[src/rtl/dma_pset_pkg.sv]
package dma_pset_pkg;

    localparam int OPT_SRC_FIFO = 0;
    localparam int OPT_DST_FIFO = 1;
    localparam int OPT_FRAME    = 2;
    localparam int OPT_STATIC   = 3;
    localparam int WCODE_LSB    = 8;
    localparam int WCODE_W      = 3;
    localparam int OPT_W        = WCODE_LSB + WCODE_W;

    localparam logic [OPT_W-1:0]   OPT_KEEP  = 11'h70F;
    localparam logic [WCODE_W-1:0] WCODE_32B = 3'd5;

    localparam int STAT_MISSED  = 0;
    localparam int STAT_BUSY    = 1;
    localparam int STAT_PENDING = 2;

    typedef enum logic [2:0] {
        SEL_OPT    = 3'd0,
        SEL_SRC    = 3'd1,
        SEL_DST    = 3'd2,
        SEL_CNT    = 3'd3,
        SEL_STRIDE = 3'd4,
        SEL_STAT   = 3'd5,
        SEL_NONE6  = 3'd6,
        SEL_NONE7  = 3'd7
    } reg_sel_e;

    typedef enum logic {
        SQ_IDLE  = 1'b0,
        SQ_ISSUE = 1'b1
    } seq_state_e;

    function automatic logic [5:0] width_bytes(input logic [WCODE_W-1:0] code);
        return (code == WCODE_32B) ? 6'd32 : 6'd16;
    endfunction

endpackage

[src/rtl/dma_pset_side.sv]
module dma_pset_side
    import dma_pset_pkg::*;
#(
    parameter int ADDR_W   = 32,
    parameter int STRIDE_W = 16
) (
    input  logic [ADDR_W-1:0]   addr_i,
    input  logic [STRIDE_W-1:0] stride_i,
    input  logic                fifo_i,
    input  logic [5:0]          fifo_bytes_i,
    output logic [ADDR_W-1:0]   addr_next_o,
    output logic                misaligned_o
);
    localparam int EXT_W = ADDR_W - STRIDE_W;

    logic [ADDR_W-1:0] stride_ext;
    logic [5:0]        low_mask;

    always_comb begin
        stride_ext   = {{EXT_W{stride_i[STRIDE_W-1]}}, stride_i};
        addr_next_o  = fifo_i ? addr_i : (addr_i + stride_ext);
        low_mask     = fifo_bytes_i - 6'd1;
        misaligned_o = fifo_i && (|(addr_i[5:0] & low_mask));
    end

endmodule

[src/rtl/dma_pset_ctrl.sv]
module dma_pset_ctrl
    import dma_pset_pkg::*;
#(
    parameter int CNT_W = 16
) (
    input  logic             clk,
    input  logic             rst_n,
    input  logic             sync_evt,
    input  logic             req_ready,
    input  logic [CNT_W-1:0] bcnt_i,
    input  logic             frame_i,
    input  logic             miss_clr_i,
    output logic             busy_o,
    output logic             accept_o,
    output logic             pending_o,
    output logic             missed_o
);
    typedef struct packed {
        seq_state_e       state;
        logic [CNT_W-1:0] left;
        logic             pend;
        logic             missed;
    } ctrl_t;

    ctrl_t ctl_d, ctl_q;
    logic  miss_set;

    always_comb begin
        ctl_d    = ctl_q;
        miss_set = 1'b0;
        accept_o = (ctl_q.state == SQ_ISSUE) && req_ready;
        unique case (ctl_q.state)
            SQ_IDLE: begin
                if (sync_evt || ctl_q.pend) begin
                    if (bcnt_i != '0) begin
                        ctl_d.state = SQ_ISSUE;
                        ctl_d.left  = frame_i ? bcnt_i : CNT_W'(1);
                        ctl_d.pend  = sync_evt && ctl_q.pend;
                    end else begin
                        ctl_d.pend  = 1'b0;
                    end
                end
            end
            SQ_ISSUE: begin
                if (sync_evt) begin
                    if (ctl_q.pend) miss_set   = 1'b1;
                    else            ctl_d.pend = 1'b1;
                end
                if (accept_o) begin
                    ctl_d.left = ctl_q.left - CNT_W'(1);
                    if (ctl_q.left == CNT_W'(1)) ctl_d.state = SQ_IDLE;
                end
            end
            default: ctl_d.state = SQ_IDLE;
        endcase
        if (miss_clr_i) ctl_d.missed = 1'b0;
        if (miss_set)   ctl_d.missed = 1'b1;
    end

    always_ff @(posedge clk or negedge rst_n) begin
        if (!rst_n) ctl_q <= '{state: SQ_IDLE, left: '0, pend: 1'b0, missed: 1'b0};
        else        ctl_q <= ctl_d;
    end

    assign busy_o    = (ctl_q.state == SQ_ISSUE);
    assign pending_o = ctl_q.pend;
    assign missed_o  = ctl_q.missed;

    p_missed_set_r8: assert property (@(posedge clk) disable iff (!rst_n)
        (busy_o && ctl_q.pend && sync_evt) |=> ctl_q.missed)
        else $error("second overlapping event not recorded as missed");

    p_one_array_r2: assert property (@(posedge clk) disable iff (!rst_n)
        (!busy_o && sync_evt && !ctl_q.pend && !frame_i && bcnt_i != '0)
        |=> (busy_o && ctl_q.left == CNT_W'(1)))
        else $error("array sync event did not load a single array");

    p_frame_load_r3: assert property (@(posedge clk) disable iff (!rst_n)
        (!busy_o && sync_evt && !ctl_q.pend && frame_i && bcnt_i != '0)
        |=> (busy_o && ctl_q.left == $past(bcnt_i)))
        else $error("frame sync event did not load the array count");

    p_zero_ignored_r9: assert property (@(posedge clk) disable iff (!rst_n)
        (!busy_o && bcnt_i == '0) |=> !busy_o)
        else $error("event taken with zero array count");

endmodule

[src/rtl/dma_pset_regs.sv]
module dma_pset_regs
    import dma_pset_pkg::*;
#(
    parameter int ADDR_W   = 32,
    parameter int CNT_W    = 16,
    parameter int STRIDE_W = 16,
    parameter int DATA_W   = 32
) (
    input  logic                clk,
    input  logic                rst_n,
    input  logic                cfg_we,
    input  logic [2:0]          cfg_addr,
    input  logic [DATA_W-1:0]   cfg_wdata,
    output logic [DATA_W-1:0]   cfg_rdata,
    input  logic                issued_i,
    input  logic [ADDR_W-1:0]   src_next_i,
    input  logic [ADDR_W-1:0]   dst_next_i,
    input  logic                busy_i,
    input  logic                pending_i,
    input  logic                missed_i,
    output logic [OPT_W-1:0]    opt_o,
    output logic [ADDR_W-1:0]   src_o,
    output logic [ADDR_W-1:0]   dst_o,
    output logic [CNT_W-1:0]    acnt_o,
    output logic [CNT_W-1:0]    bcnt_o,
    output logic [STRIDE_W-1:0] sstr_o,
    output logic [STRIDE_W-1:0] dstr_o,
    output logic                miss_clr_o,
    output logic                done_o
);
    localparam int HALF = DATA_W / 2;

    typedef struct packed {
        logic [OPT_W-1:0]    opt;
        logic [ADDR_W-1:0]   src;
        logic [ADDR_W-1:0]   dst;
        logic [CNT_W-1:0]    acnt;
        logic [CNT_W-1:0]    bcnt;
        logic [STRIDE_W-1:0] sstr;
        logic [STRIDE_W-1:0] dstr;
        logic                done;
    } regs_t;

    regs_t rg_d, rg_q;
    logic  wb_en;

    always_comb begin
        rg_d       = rg_q;
        wb_en      = issued_i && !rg_q.opt[OPT_STATIC];
        miss_clr_o = cfg_we && (reg_sel_e'(cfg_addr) == SEL_STAT) && cfg_wdata[STAT_MISSED];
        if (wb_en) begin
            if (rg_q.bcnt != '0) rg_d.bcnt = rg_q.bcnt - CNT_W'(1);
            rg_d.src = src_next_i;
            rg_d.dst = dst_next_i;
        end
        rg_d.done = wb_en && (rg_q.bcnt == CNT_W'(1));
        if (cfg_we) begin
            unique case (reg_sel_e'(cfg_addr))
                SEL_OPT:    rg_d.opt = cfg_wdata[OPT_W-1:0] & OPT_KEEP;
                SEL_SRC:    rg_d.src = cfg_wdata[ADDR_W-1:0];
                SEL_DST:    rg_d.dst = cfg_wdata[ADDR_W-1:0];
                SEL_CNT: begin
                    rg_d.acnt = cfg_wdata[CNT_W-1:0];
                    rg_d.bcnt = cfg_wdata[HALF +: CNT_W];
                end
                SEL_STRIDE: begin
                    rg_d.sstr = cfg_wdata[STRIDE_W-1:0];
                    rg_d.dstr = cfg_wdata[HALF +: STRIDE_W];
                end
                default: ;
            endcase
        end
    end

    always_comb begin
        cfg_rdata = '0;
        unique case (reg_sel_e'(cfg_addr))
            SEL_OPT:    cfg_rdata[OPT_W-1:0]  = rg_q.opt;
            SEL_SRC:    cfg_rdata[ADDR_W-1:0] = rg_q.src;
            SEL_DST:    cfg_rdata[ADDR_W-1:0] = rg_q.dst;
            SEL_CNT: begin
                cfg_rdata[CNT_W-1:0]    = rg_q.acnt;
                cfg_rdata[HALF +: CNT_W] = rg_q.bcnt;
            end
            SEL_STRIDE: begin
                cfg_rdata[STRIDE_W-1:0]    = rg_q.sstr;
                cfg_rdata[HALF +: STRIDE_W] = rg_q.dstr;
            end
            SEL_STAT: begin
                cfg_rdata[STAT_MISSED]  = missed_i;
                cfg_rdata[STAT_BUSY]    = busy_i;
                cfg_rdata[STAT_PENDING] = pending_i;
            end
            default: ;
        endcase
    end

    always_ff @(posedge clk or negedge rst_n) begin
        if (!rst_n) rg_q <= '0;
        else        rg_q <= rg_d;
    end

    assign opt_o  = rg_q.opt;
    assign src_o  = rg_q.src;
    assign dst_o  = rg_q.dst;
    assign acnt_o = rg_q.acnt;
    assign bcnt_o = rg_q.bcnt;
    assign sstr_o = rg_q.sstr;
    assign dstr_o = rg_q.dstr;
    assign done_o = rg_q.done;

    p_reserved_zero_r1: assert property (@(posedge clk) disable iff (!rst_n)
        (reg_sel_e'(cfg_addr) == SEL_OPT) |-> (cfg_rdata[7:4] == 4'h0 && cfg_rdata[DATA_W-1:OPT_W] == '0))
        else $error("reserved option bits read non-zero");

    p_count_down_r4: assert property (@(posedge clk) disable iff (!rst_n)
        (issued_i && !rg_q.opt[OPT_STATIC] && !cfg_we && rg_q.bcnt != '0)
        |=> (rg_q.bcnt == $past(rg_q.bcnt) - CNT_W'(1)))
        else $error("array count not decremented after acceptance");

    p_fifo_hold_r5: assert property (@(posedge clk) disable iff (!rst_n)
        (issued_i && rg_q.opt[OPT_SRC_FIFO] && !cfg_we) |=> $stable(rg_q.src))
        else $error("FIFO-mode source address moved");

    p_static_freeze_r6: assert property (@(posedge clk) disable iff (!rst_n)
        (issued_i && rg_q.opt[OPT_STATIC] && !cfg_we)
        |=> ($stable(rg_q.src) && $stable(rg_q.dst) && $stable(rg_q.bcnt) && !rg_q.done))
        else $error("static entry was written back");

endmodule

[src/rtl/dma_pset_seq.sv]
module dma_pset_seq
    import dma_pset_pkg::*;
#(
    parameter int ADDR_W   = 32,
    parameter int CNT_W    = 16,
    parameter int STRIDE_W = 16
) (
    input  logic              clk,
    input  logic              rst_n,
    input  logic              cfg_we,
    input  logic [2:0]        cfg_addr,
    input  logic [31:0]       cfg_wdata,
    output logic [31:0]       cfg_rdata,
    input  logic              sync_evt,
    output logic              req_valid,
    input  logic              req_ready,
    output logic [ADDR_W-1:0] req_src,
    output logic [ADDR_W-1:0] req_dst,
    output logic [CNT_W-1:0]  req_bytes,
    output logic              req_src_fifo,
    output logic              req_dst_fifo,
    output logic [5:0]        req_fifo_bytes,
    output logic              req_align_err,
    output logic              entry_done
);
    localparam int NSIDE = 2;

    logic [OPT_W-1:0]    opt;
    logic [ADDR_W-1:0]   src, dst;
    logic [CNT_W-1:0]    acnt, bcnt;
    logic [STRIDE_W-1:0] sstr, dstr;
    logic                busy, accept, pending, missed, miss_clr;
    logic [5:0]          fbytes;

    logic [ADDR_W-1:0]   side_cur  [NSIDE];
    logic [ADDR_W-1:0]   side_nxt  [NSIDE];
    logic [STRIDE_W-1:0] side_str  [NSIDE];
    logic [NSIDE-1:0]    side_fifo;
    logic [NSIDE-1:0]    side_mis;

    assign fbytes       = width_bytes(opt[WCODE_LSB +: WCODE_W]);
    assign side_cur[0]  = src;
    assign side_cur[1]  = dst;
    assign side_str[0]  = sstr;
    assign side_str[1]  = dstr;
    assign side_fifo[0] = opt[OPT_SRC_FIFO];
    assign side_fifo[1] = opt[OPT_DST_FIFO];

    for (genvar s = 0; s < NSIDE; s++) begin : g_side
        dma_pset_side #(
            .ADDR_W  (ADDR_W),
            .STRIDE_W(STRIDE_W)
        ) u_side (
            .addr_i      (side_cur[s]),
            .stride_i    (side_str[s]),
            .fifo_i      (side_fifo[s]),
            .fifo_bytes_i(fbytes),
            .addr_next_o (side_nxt[s]),
            .misaligned_o(side_mis[s])
        );
    end

    dma_pset_regs #(
        .ADDR_W  (ADDR_W),
        .CNT_W   (CNT_W),
        .STRIDE_W(STRIDE_W),
        .DATA_W  (32)
    ) u_regs (
        .clk       (clk),
        .rst_n     (rst_n),
        .cfg_we    (cfg_we),
        .cfg_addr  (cfg_addr),
        .cfg_wdata (cfg_wdata),
        .cfg_rdata (cfg_rdata),
        .issued_i  (accept),
        .src_next_i(side_nxt[0]),
        .dst_next_i(side_nxt[1]),
        .busy_i    (busy),
        .pending_i (pending),
        .missed_i  (missed),
        .opt_o     (opt),
        .src_o     (src),
        .dst_o     (dst),
        .acnt_o    (acnt),
        .bcnt_o    (bcnt),
        .sstr_o    (sstr),
        .dstr_o    (dstr),
        .miss_clr_o(miss_clr),
        .done_o    (entry_done)
    );

    dma_pset_ctrl #(
        .CNT_W(CNT_W)
    ) u_ctrl (
        .clk       (clk),
        .rst_n     (rst_n),
        .sync_evt  (sync_evt),
        .req_ready (req_ready),
        .bcnt_i    (bcnt),
        .frame_i   (opt[OPT_FRAME]),
        .miss_clr_i(miss_clr),
        .busy_o    (busy),
        .accept_o  (accept),
        .pending_o (pending),
        .missed_o  (missed)
    );

    assign req_valid      = busy;
    assign req_src        = src;
    assign req_dst        = dst;
    assign req_bytes      = acnt;
    assign req_src_fifo   = side_fifo[0];
    assign req_dst_fifo   = side_fifo[1];
    assign req_fifo_bytes = fbytes;
    assign req_align_err  = busy && (|side_mis);

    p_req_hold_r10: assert property (@(posedge clk) disable iff (!rst_n)
        (req_valid && !req_ready && !cfg_we)
        |=> (req_valid && $stable(req_src) && $stable(req_dst) && $stable(req_bytes)))
        else $error("request changed while stalled");

    p_src_align_r7: assert property (@(posedge clk) disable iff (!rst_n)
        (req_valid && req_src_fifo && (req_src % ADDR_W'(req_fifo_bytes)) != '0) |-> req_align_err)
        else $error("misaligned FIFO source not flagged");

    p_dst_align_r7: assert property (@(posedge clk) disable iff (!rst_n)
        (req_valid && req_dst_fifo && (req_dst % ADDR_W'(req_fifo_bytes)) != '0) |-> req_align_err)
        else $error("misaligned FIFO destination not flagged");

    p_done_after_accept_r9: assert property (@(posedge clk) disable iff (!rst_n)
        entry_done |-> $past(req_valid && req_ready))
        else $error("completion pulse without an accepted request");

endmodule

[config.mk]
export PLATFORM = sky130hd
export DESIGN_NAME = dma_pset_seq
export DESIGN_NICKNAME = d
export VERILOG_FILES = /design/src/rtl/dma_pset_pkg.sv /design/src/rtl/dma_pset_side.sv /design/src/rtl/dma_pset_ctrl.sv /design/src/rtl/dma_pset_regs.sv /design/src/rtl/dma_pset_seq.sv
export SDC_FILE = /design/constraint.sdc
export NUM_CORES = 1
export LEC_CHECK = 0
export ABC_AREA = 1
export ABC_CLOCK_PERIOD_IN_PS = 2200
export CORE_MARGIN = 4
export CORE_UTILIZATION = 35
export DETAILED_ROUTE_END_ITERATION = 8
export DONT_BUFFER_PORTS = 1
export PLACE_DENSITY = 0.5
export SYNTH_ARGS = -nofsm -noshare
export SYNTH_HDL_FRONTEND = slang
export SYNTH_HIERARCHICAL = 1
export SYNTH_SLANG_ARGS = --single-unit
[constraint.sdc]
create_clock -name clk -period 2.2 [get_ports clk]
set_input_delay 0.22 -clock clk [delete_from_list [all_inputs] [get_ports clk]]
set_output_delay 0.22 -clock clk [all_outputs]
set_load 0.05 [all_outputs]
==> results.md <==
STA:
- Setup repair after global routing could not meet its margin everywhere.
- Across all setup checks in the final design, the least slack found is -0.220 ns.
- After layout, the worst path uses 110% of the clock period.
- Hold timing on the final database bottoms out at a slack of -0.550 ns.
- The minimum clock period after layout is 2.42 ns.
- The relative max-transition margin is 49.0%.
- At the pin with the least slew margin, the transition time is 0.765 ns.
- Setup violations remaining at the end of the flow were counted as 3.
- The upper clock frequency limit is 0.413 GHz.
- The post-route clock skew is 0.0102 ns.
- The total count of max-transition violations in the final report was 0.
- The count of endpoints failing hold in the final timing report is 155.

Layout:
- The count of placed standard cells in the final layout, fillers left out is 3139.
- Counting the fill cells in the layout gives 4096.
- The area added between synthesis and finish is 34.5%.
- The fraction of final layout cells with drive strength greater than 1 is 25.1%.
- After routing the design area is 19300 um^2.
- Once layout is complete, the utilization of the core stands at 48.1%.
- The net count reported at finish is 2708.

Floorplanning:
- From left edge to right edge, the die measures 210 um.
- From bottom edge to top edge, the die measures 210 um.
- The die footprint is 44300 um^2.
- The initial core utilization is 35.8%.
- Row generation in the floorplan step produced 73 rows.
- The top-level port count is 163.
- The area of the core is 40100 um^2.

Clocking:
- The clock tree root buffer cell is sky130_fd_sc_hd__clkbuf_16.
- The total CTS buffers is 17.
- Clock-pin slew was measured on the worst setup and hold paths at 0.07 ns.
- The H-tree was split into 4 levels.
- The number of buffers on the longest clock path is 2.
- The TritonCTS clock tree is built.
- The number of buffers inserted by hold repair at cts is 34.
- The clock drives 155 sinks.
- The source-to-sink clock delay at the later pin of the worst-skew pair is 0.46 ns.

Power and ir drop:
- The worst-case IR drop observed on VDD is 849 uV.
- The leakage power of the design is 9.70 nW.
- For this design the ratio of total power to cell area is 1500 nW/um^2.
- The power after layout is 29.0 mW.

Global routing:
- For this run, the total global-route usage over all layers was measured as 27.7%.
- The largest net degree at the start of global routing is 156.
- The via count of the first global-routing pass is 15.1k.
- The initial antenna violation count is 5.
- The first-pass GRT wire length is 93500 um.
- The total grt overflow is 0.

Worst setup path:
- The setup slack on the worst flop-to-flop path is -0.01 ns.
- The termination of the worst setup path is req_align_err.
- In this run the worst path has a maximum fanout of 4.
- The logic depth of the worst register-to-register path is 14.
- For this run, the slowest stage of the critical path takes 0.40 ns.
- The worst setup path is launched from a register.
- The library cell contributing the largest single delay on the critical path is sky130_fd_sc_hd__dfrtp_1.
- The launching point of the worst reg2reg path is u_regs/dstr_o[15].
- The most critical setup path has its startpoint at u_regs/opt_o[9].
- The critical path contains buffers and inverters numbering 2 combined.
- The required time of the critical path is 1.98 ns.
- Traced cell by cell, the critical path runs through nand3b_1, buf_4, nand4_1, nand3_1, nand4_1, nor2_1, nor2_2, nor2_2, nor2_4, buf_12.
- The critical path runs through a total of 10 cells.
- The worst reg2reg path endpoint is u_regs/dst_o[30].
- The category of the worst setup path capture point is an output pin.
- Data on the critical path arrives at its endpoint at 2.20 ns.
- The setup path with the least slack is of type register to output pin.
- The top cell family by delay on the critical path is simple AND/OR/NAND/NOR gates.

Route:
- The violation count after the first detailed-routing iteration is 1414.
- The via count is 16.3k.
- The count of TritonRoute iterations in the first routing pass is 8.
- After detailed routing, the number of remaining DRC violations is 0.
- After detailed routing, the total wire length is 64100 um.
- The number of nets with antenna violations after detailed routing is 0.
- The routed length per instance is 20.4 um.
- The number of vias per cell is 5.19.

Worst hold path:
- The path class of the tightest hold or removal check is input port to async pin.

Placed design:
- Once placement finished, the instance area stood at 16500 um^2.
- The wire-length estimate of the detail-placed layout is 48500 um.
- The global placement routability congestion is 0.966.
- The count of buffers added on input and output ports is 0.
- Including well taps, the total number of placed cells is 3045.

Synthesis:
- The average instance in the mapped netlist occupies 6.11 um^2.
- The cell count after synthesis came out at 2347.
- The post-synth design cell area is 14300 um^2.
- The number of warnings issued by yosys is 6.

Run status:
- The run finished, with violations left.
- The final reports fail on hold timing, setup timing.

Job:
- The tool flagged a number of max-cap violations equal to 0.
state kept, by name, indices dropped and copies added, names as in the netlist:
| register | cells |
|---|---|
| u_ctrl/missed_o | 1 |
| u_ctrl/busy_o | 1 |
| u_regs/bcnt_o | 16 |
| u_regs/acnt_o | 16 |
| u_regs/done_o | 1 |
| u_regs/sstr_o | 16 |
| u_regs/opt_o | 7 |
| u_ctrl/pending_o | 1 |
| u_regs/src_o | 32 |
| u_regs/dst_o | 32 |
| u_regs/dstr_o | 16 |
| u_ctrl/ctl_q | 16 |
worst min path at each step:
stage                from               end  slack (ns)  cells after the start
floorplan           rst_n     u_ctrl/busy_o       -0.08                      0
global placement    rst_n  u_regs/acnt_o[2]       -0.07                      0
detailed placement  rst_n  u_regs/acnt_o[2]       -0.07                      0
CTS                 rst_n  u_regs/acnt_o[1]       -0.58                      0
global route        rst_n  u_regs/acnt_o[1]       -0.58                      0
finish              rst_n  u_regs/acnt_o[1]       -0.55                      0
what timing repair did:
item                       in CTS  in global routing
pin swaps                       4                107
resized for setup              42                315
gates cloned                    0                  4
setup endpoints to repair      23                 48
hold endpoints to repair      285                155
setup buffers                   5                 15
routing by layer:
metal	vias up	GRT usage, %	routed length, um	part of all wire [%]
met5	-	0	7	0.011
met4	2	6.60	1620	2.5
met3	84	7.13	5140	8.0
met2	577	44.1	28800	45
met1	7688	37.9	28600	45
li1	7947	-	-	-
where the power goes:
| part | total, mW | internal [mW] | switching [mW] |
|---|---|---|---|
| sequential | 5.44 | 3.89 | 1.56 |
| clock | 3.09 | 1.70 | 1.39 |
| combinational | 20.5 | 7.54 | 12.9 |
through the flow:
stage          hold WS, ns  setup TNS, ns  setup WS (ns)
3_5_place_dp       -0.0706         -0.798         -0.116
2_1_floorplan      -0.0756        -0.0457        -0.0457
6_report            -0.550         -0.227         -0.220
4_1_cts             -0.581         -0.178         -0.178
5_1_grt             -0.577          -1.84         -0.331
3_3_place_gp       -0.0693         -0.314        -0.0763
worst reg2reg max path, delay by kind of cell (launching register included):
family	cells	cell delay (ns)
buf+inv	3	0.48
flops	1	0.48
fa+ha+maj	1	0.26
simple gates	9	0.77
compound gates	1	0.16
cell usage in the layout (no fill, tap or decap), types with 5 or more instances in the layout:
cell and instances:
sky130_fd_sc_hd__nand2_1 820, sky130_fd_sc_hd__inv_1 305, sky130_fd_sc_hd__buf_4 229, sky130_fd_sc_hd__nor2_1 155, sky130_fd_sc_hd__nand3_1 145, sky130_fd_sc_hd__dfrtp_1 142
sky130_fd_sc_hd__nand2_2 101, sky130_fd_sc_hd__o21ai_1 60, sky130_fd_sc_hd__a31oi_1 60, sky130_fd_sc_hd__ha_4 53, sky130_fd_sc_hd__nand4_1 44, sky130_fd_sc_hd__nor2_2 35
sky130_fd_sc_hd__dlygate4sd3_1 34, sky130_fd_sc_hd__a21oi_2 33, sky130_fd_sc_hd__nor2_4 30, sky130_fd_sc_hd__o21ai_0 30, sky130_fd_sc_hd__a21oi_1 27, sky130_fd_sc_hd__nand3_2 25
sky130_fd_sc_hd__conb_1 24, sky130_fd_sc_hd__nand2_4 23, sky130_fd_sc_hd__inv_2 22, sky130_fd_sc_hd__clkbuf_16 21, sky130_fd_sc_hd__xnor2_1 17, sky130_fd_sc_hd__ha_1 15
sky130_fd_sc_hd__o2111ai_1 15, sky130_fd_sc_hd__dfrtp_2 13, sky130_fd_sc_hd__nand3b_1 9, sky130_fd_sc_hd__or2_2 9, sky130_fd_sc_hd__buf_12 9, sky130_fd_sc_hd__nand3_4 8
sky130_fd_sc_hd__o211ai_1 8, sky130_fd_sc_hd__nor3_2 7, sky130_fd_sc_hd__buf_6 7, sky130_fd_sc_hd__xor2_1 6, sky130_fd_sc_hd__mux2_1 6, sky130_fd_sc_hd__clkinv_2 5
layout make-up:
cell class                      count  area (um^2)  area share (%)
Inverter                          331         1250            6.46
Timing Repair Buffer              283         2420            12.5
Multi-Input combinational cell   1809        10500            54.4
Tap cell                          525          657            3.41
Antenna cell                        4         10.0          0.0519
Clock buffer                       21          450            2.34
Sequential cell                   155         3890            20.2
Clock inverter                     11          121           0.629
Note: power is estimated with default switching activity, not from simulation.
